==> src/rtl/bkpt_pkg.sv <==
package bkpt_pkg;

    typedef enum logic [1:0] {
        ACC_FETCH = 2'b00,
        ACC_WRITE = 2'b01,
        ACC_READ  = 2'b10,
        ACC_NONE  = 2'b11
    } acc_kind_e;

    localparam logic [1:0] BP_EXEC = 2'b00;
    localparam logic [1:0] BP_WR   = 2'b01;
    localparam logic [1:0] BP_RW   = 2'b11;

    localparam logic [1:0] LEN_1 = 2'b00;
    localparam logic [1:0] LEN_2 = 2'b01;
    localparam logic [1:0] LEN_4 = 2'b11;

endpackage

==> src/rtl/bkpt_slot_cmp.sv <==
module bkpt_slot_cmp
    import bkpt_pkg::*;
#(
    parameter int AW = 32
) (
    input  logic [AW-1:0] bp_addr,
    input  logic [1:0]    bp_type,
    input  logic [1:0]    bp_len,
    input  logic [1:0]    acc_kind,
    input  logic [AW-1:0] acc_addr,
    input  logic [1:0]    acc_size,
    output logic          exec_hit,
    output logic          data_hit
);

    localparam int XW = AW + 1;

    logic [1:0]    lo_bits;
    logic          len_ok;
    logic          type_ok;
    logic [AW-1:0] win_base;
    logic [XW-1:0] win_last;
    logic [XW-1:0] acc_first;
    logic [XW-1:0] acc_last;
    logic          overlap;

    always_comb begin
        case (bp_len)
            LEN_1:   begin lo_bits = 2'b00; len_ok = 1'b1; end
            LEN_2:   begin lo_bits = 2'b01; len_ok = 1'b1; end
            LEN_4:   begin lo_bits = 2'b11; len_ok = 1'b1; end
            default: begin lo_bits = 2'b00; len_ok = 1'b0; end
        endcase

        win_base  = bp_addr & ~{{(AW-2){1'b0}}, lo_bits};
        win_last  = {1'b0, win_base} + {{(XW-2){1'b0}}, lo_bits};
        acc_first = {1'b0, acc_addr};
        acc_last  = acc_first + {{(XW-2){1'b0}}, acc_size};
        overlap   = (acc_first <= win_last) && ({1'b0, win_base} <= acc_last);

        case (acc_kind)
            ACC_WRITE: type_ok = (bp_type == BP_WR) || (bp_type == BP_RW);
            ACC_READ:  type_ok = (bp_type == BP_RW);
            default:   type_ok = 1'b0;
        endcase

        data_hit = len_ok && type_ok && overlap;
        exec_hit = (acc_kind == ACC_FETCH) && (bp_type == BP_EXEC)
                && (bp_len == LEN_1) && (acc_addr == bp_addr);
    end

    always_comb begin
        a_r6_exec_data_exclusive: assert (!(exec_hit && data_hit));
    end

endmodule

==> src/rtl/bkpt_seq.sv <==
module bkpt_seq
    import bkpt_pkg::*;
#(
    parameter int NS = 4
) (
    input  logic          clk,
    input  logic          rst_n,
    input  logic          acc_valid,
    input  logic [1:0]    acc_kind,
    input  logic          acc_done,
    input  logic [NS-1:0] exec_mask,
    input  logic [NS-1:0] data_mask,
    input  logic [NS-1:0] slot_en,
    input  logic [NS-1:0] hit_clr,
    output logic          fault_req,
    output logic          trap_req,
    output logic [NS-1:0] hit_status
);

    typedef struct packed {
        logic          pend_vld;
        logic [NS-1:0] pend_mask;
        logic          fault;
        logic          trap;
        logic [NS-1:0] status;
    } seq_t;

    seq_t st_d, st_q;

    logic          is_fetch;
    logic          is_data;
    logic          eff_vld;
    logic [NS-1:0] eff_mask;

    always_comb begin
        st_d       = st_q;
        st_d.fault = 1'b0;
        st_d.trap  = 1'b0;
        st_d.status = st_q.status & ~hit_clr;

        is_fetch = acc_valid && (acc_kind == ACC_FETCH);
        is_data  = acc_valid && ((acc_kind == ACC_WRITE) || (acc_kind == ACC_READ));

        if (is_fetch) begin
            st_d.fault  = |(exec_mask & slot_en);
            st_d.status = st_d.status | exec_mask;
        end

        eff_vld  = is_data ? 1'b1 : st_q.pend_vld;
        eff_mask = is_data ? data_mask : st_q.pend_mask;

        if (acc_done && eff_vld) begin
            st_d.trap      = |(eff_mask & slot_en);
            st_d.status    = st_d.status | eff_mask;
            st_d.pend_vld  = 1'b0;
            st_d.pend_mask = '0;
        end else if (is_data) begin
            st_d.pend_vld  = 1'b1;
            st_d.pend_mask = data_mask;
        end
    end

    always_ff @(posedge clk) begin
        if (!rst_n) begin
            st_q <= '0;
        end else begin
            st_q <= st_d;
        end
    end

    assign fault_req  = st_q.fault;
    assign trap_req   = st_q.trap;
    assign hit_status = st_q.status;

    a_r2_fault_after_fetch: assert property (@(posedge clk) disable iff (!rst_n)
        fault_req |-> $past(acc_valid && (acc_kind == ACC_FETCH)));

    a_r7_trap_after_done: assert property (@(posedge clk) disable iff (!rst_n)
        trap_req |-> $past(acc_done));

    a_r8_fault_needs_enable: assert property (@(posedge clk) disable iff (!rst_n)
        fault_req |-> $past(|slot_en));

    a_r8_trap_needs_enable: assert property (@(posedge clk) disable iff (!rst_n)
        trap_req |-> $past(|slot_en));

    a_r9_status_sticky: assert property (@(posedge clk) disable iff (!rst_n)
        (($past(hit_status) & ~$past(hit_clr)) & ~hit_status) == '0);

endmodule

==> src/rtl/dbg_bkpt_match.sv <==
module dbg_bkpt_match
    import bkpt_pkg::*;
#(
    parameter int NS = 4,
    parameter int AW = 32
) (
    input  logic             clk,
    input  logic             rst_n,
    input  logic [NS*AW-1:0] cfg_addr,
    input  logic [2*NS-1:0]  cfg_type,
    input  logic [2*NS-1:0]  cfg_len,
    input  logic [NS-1:0]    cfg_en,
    input  logic             acc_valid,
    input  logic [1:0]       acc_kind,
    input  logic [AW-1:0]    acc_addr,
    input  logic [1:0]       acc_size,
    input  logic             acc_done,
    input  logic [NS-1:0]    hit_clr,
    output logic             fault_req,
    output logic             trap_req,
    output logic [NS-1:0]    hit_status
);

    logic [NS-1:0] exec_mask;
    logic [NS-1:0] data_mask;

    for (genvar i = 0; i < NS; i++) begin : g_slot
        bkpt_slot_cmp #(.AW(AW)) u_cmp (
            .bp_addr  (cfg_addr[i*AW +: AW]),
            .bp_type  (cfg_type[2*i +: 2]),
            .bp_len   (cfg_len[2*i +: 2]),
            .acc_kind (acc_kind),
            .acc_addr (acc_addr),
            .acc_size (acc_size),
            .exec_hit (exec_mask[i]),
            .data_hit (data_mask[i])
        );
    end

    bkpt_seq #(.NS(NS)) u_seq (
        .clk        (clk),
        .rst_n      (rst_n),
        .acc_valid  (acc_valid),
        .acc_kind   (acc_kind),
        .acc_done   (acc_done),
        .exec_mask  (exec_mask),
        .data_mask  (data_mask),
        .slot_en    (cfg_en),
        .hit_clr    (hit_clr),
        .fault_req  (fault_req),
        .trap_req   (trap_req),
        .hit_status (hit_status)
    );

endmodule

==> config.mk <==
export PLATFORM = sky130hd
export DESIGN_NAME = dbg_bkpt_match
export DESIGN_NICKNAME = d
export VERILOG_FILES = /design/src/rtl/bkpt_pkg.sv /design/src/rtl/bkpt_slot_cmp.sv /design/src/rtl/bkpt_seq.sv /design/src/rtl/dbg_bkpt_match.sv
export SDC_FILE = /design/constraint.sdc
export NUM_CORES = 1
export LEC_CHECK = 0
export ABC_AREA = 0
export BUFFER_PORTS_ARGS = -buffer_cell sky130_fd_sc_hd__buf_2
export CAP_MARGIN = 5
export CORE_UTILIZATION = 45
export DETAILED_ROUTE_END_ITERATION = 12
export PLACE_DENSITY = 0.79
export SYNTH_ARGS = -nofsm -noshare
export SYNTH_HDL_FRONTEND = slang
export SYNTH_SLANG_ARGS = --single-unit
==> constraint.sdc <==
create_clock -name clk -period 4.6 [get_ports clk]
set_input_delay 0 -clock clk [delete_from_list [all_inputs] [get_ports clk]]
set_output_delay 0 -clock clk [all_outputs]
set_load 0.02 [all_outputs]
==> results.tsv <==
metric	value	unit
RSZ-0062 raised after global routing	false	
post-route setup slack	340.1	ps
Total Neg Setup Slack	0	ps
P_int	0.0006212	W
largest net degree at the start of global routing	14	
commonest non-fill, non-tap cell in the layout	ha_1	
clk slew on worst S/H paths	40	ps
ANT nets after route	0	
Hold Slack	69.51	ps
Vias	11004	
cts repair resizes	0	
sequential area share after synthesis	2.218	%
Synth Flop Type	dfxtp_1	
IO Port Bufs	197	
CP Cell Sequence	buf_2 > ha_1 > a21oi_1 > nor3_1 > and3_1 > and2_2 > nand4_2 > or3_4 > nor3_2 > xnor2_1 > ha_1 > nand3_1 > or4_4 > or3_1 > o22ai_2 > a2bb2oi_2 > a31o_1 > nor2_1 > a211o_1	
Max Fclk	234.7	MHz
HP Start	rst_n	
count of state elements after synthesis	11	
synth top area cells	ha_1 (33%), xor2_1 (11%), xnor2_1 (8.0%)	
async set-or-reset flop fraction in the synthesized netlist	0	%
fillcell total	2101	
Post-CTS Setup Bufs	0	
Root Buffer	clkbuf_16	
Cell Pwr Density	117.1	mW/mm²
Worst Hold Depth	2	
CTS H-tree lvls	1	
max-cap violations	0	
DP HPWL	36.84	mm
Layout Nets	1942	
Total Wirelength	42.59	mm
Clock Power Share	11.8	%
die span in x	150.5	µm
Netlist cell types	73	
Crit Path Class	in -> reg	
worst flop-to-flop path startpoint	u_seq.st_q[7]$_SDFFE_PP0P_	
status	finished, final reports clean	
Clock Skew	4.434	ps
Crit path largest cell delay	520	ps
Mean Syn Cell Area	7.691	µm²
Die Ht	150.5	µm
Critical Path Slowest Stage Cell	or4_4	
clock buffer depth	2	
leading area contributor after synthesis	ha_1	
r2r setup slk	2880	ps
top cell type's share of synthesized area	33.39	%
min-delay worst type	in -> reg	
reg2reg end	u_seq.trap_req$_SDFF_PN0_	
endpoints failing setup	0	
Max VDD drop	0.08921	mV
Post-synth EDFFs	0	
Ys Warns	0	
most frequent cells in the layout	ha_1 (265), buf_2 (197), xor2_1 (127)	
number of global-route vias before repair	10384	
Max-slew headroom	34.66	%
Critical Path End Type	flop	
Clock Latency Late Sink	240	ps
crit-path most repeated cell	ha_1	
switch share	53.29	%
number of I/O pins	198	
CTS buffer count	3	
antenna diode count	0	
area delta synth->final	14.35	%
CP Max Fanout	6	
Slew Viols, Final	0	
Worst Path Arrival	4390	ps
overall power	0.001330	W
Worst setup SP type	input pin	
Post-Syn Instances	1291	
DP Worst Slack	109.0	ps
Final Hold Viols	0	
min Tclk post-route	4260	ps
Layout Utilization	53.18	%
Starting Density	46.50	%
core area	0.02135	mm²
switching pwr	0.0007088	W
measured slew at the worst slew-check pin	971.1	ps
first-pass GRT wire length	62.42	mm
leakage	5.450	nW
wire per inst	24.22	µm
vias per cell	6.259	
1st-pass router iterations	5	
drc violations	0	
Gate power share	80.8	%
CTS tree	built	
Final period util	92.61	%
mapped cell area	0.009930	mm²
Die ar.	0.02266	mm²
num rows	53	
antenna violations before repair	1	
register share of total power	7.3	%
worst reg2reg path depth	7	
Iter 0 DRT Violations	991	
Overflow after GRT	0	
Hold EP	u_seq.hit_status[1]$_SDFF_PN0_	
share of post-route cells with drive strength above 1	16.59	%
# clock sinks	11	
gp weighted congestion	1.044	
GRT Total Usage	37.23	%
critical path required time	4730	ps
[logic make-up (layout without fill, tap and decap cells)]
logic type	after synthesis	count (layout)	synth area share, %
flops	11	11	2.218
other cells	1	4	0.03777
compound gates	243	243	15.84
xor+xnor	218	218	19.23
buf+inv	127	316	5.242
fa+ha+maj	266	266	33.59
simple gates	425	425	23.84
[power groups by stage]
stage	Clock [W]	Combinational, W	Sequential, W
floorplan	0	0.000599	0.0000991
CTS	0.000158	0.00105	0.0000975
detailed placement	0	0.00104	0.0000992
global route	0.000163	0.00117	0.0000975
global placement	0	0.00102	0.0000991
finish	0.000157	0.00108	0.0000976
[synth_stat cells, drive strengths merged (9+ instances only)]
master,number
and2,10
xor2,127
inv,91
a21o,30
ha,265
o21ai,35
dfxtp,11
nor4,44
nand3,58
xnor2,91
nor3,18
nand4,82
and4,22
a21oi,92
and3,14
nand2,92
a211oi,15
clkbuf,14
buf,22
nand2b,9
nor2,50
[flip-flops by register name, indices dropped and copies added, names as in the netlist]
| signal | cells |
|---|---|
| u_seq.fault_req | 1 |
| u_seq.hit_status | 4 |
| u_seq.trap_req | 1 |
| u_seq.st_q | 5 |
[metal layers]
metal  part of all wire (%)  track usage, %  vias up
li1                       -               -     5169
met2                     45           61.18      579
met4                    5.0           16.26        0
met3                    8.1           4.061       85
met1                     42           48.80     5171
met5                      0               0        -
[per-stage QoR]
stage	std cells	instance area (µm²)
global route	1758	11350
finish	1758	11350
CTS	1758	11350
global placement	1753	11260
floorplan	1294	9941
detailed placement	1753	11260
[critical path, delay by kind of cell]
family	cells	cell delay, ps
adder cells (fa/ha/maj)	2	550
XOR/XNOR	1	180
buffers and inverters	1	170
AND/OR/NAND/NOR	10	2650
AO/OA/AOI/OAI	5	840
[final cells by class]
cell class	count	area (µm²)	area share [%]
multi-input cells	1156	9200	81.03
repair buffers	221	1169	10.29
well taps	275	344.1	3.030
inverters	91	341.6	3.008
flip-flops and latches	11	220.2	1.939
clock buffers	3	75.07	0.6612
clock inverters	1	5.005	0.04408
[worst max path at each step]
stage                      startpoint                         to  slack (ps)  cells after the start
final                     acc_addr[0]  u_seq.trap_req$_SDFF_PN0_         340                     19
after global routing      acc_addr[0]  u_seq.trap_req$_SDFF_PN0_         150                     19
after CTS                 acc_addr[0]  u_seq.trap_req$_SDFF_PN0_         340                     19
after detailed placement  acc_addr[0]  u_seq.trap_req$_SDFF_PN0_         110                     19
after global placement    acc_size[1]  u_seq.trap_req$_SDFF_PN0_         180                     19
after floorplan           acc_addr[1]  u_seq.trap_req$_SDFF_PN0_         870                     18
[what timing repair did]
action | 4_1_cts | 5_1_grt
endpoints found under the hold margin | 1 | 0
setup endpoints to repair | 0 | 0
hold buffers | 1 | 0
No activity file was read; power rests on OpenSTA's default activity.
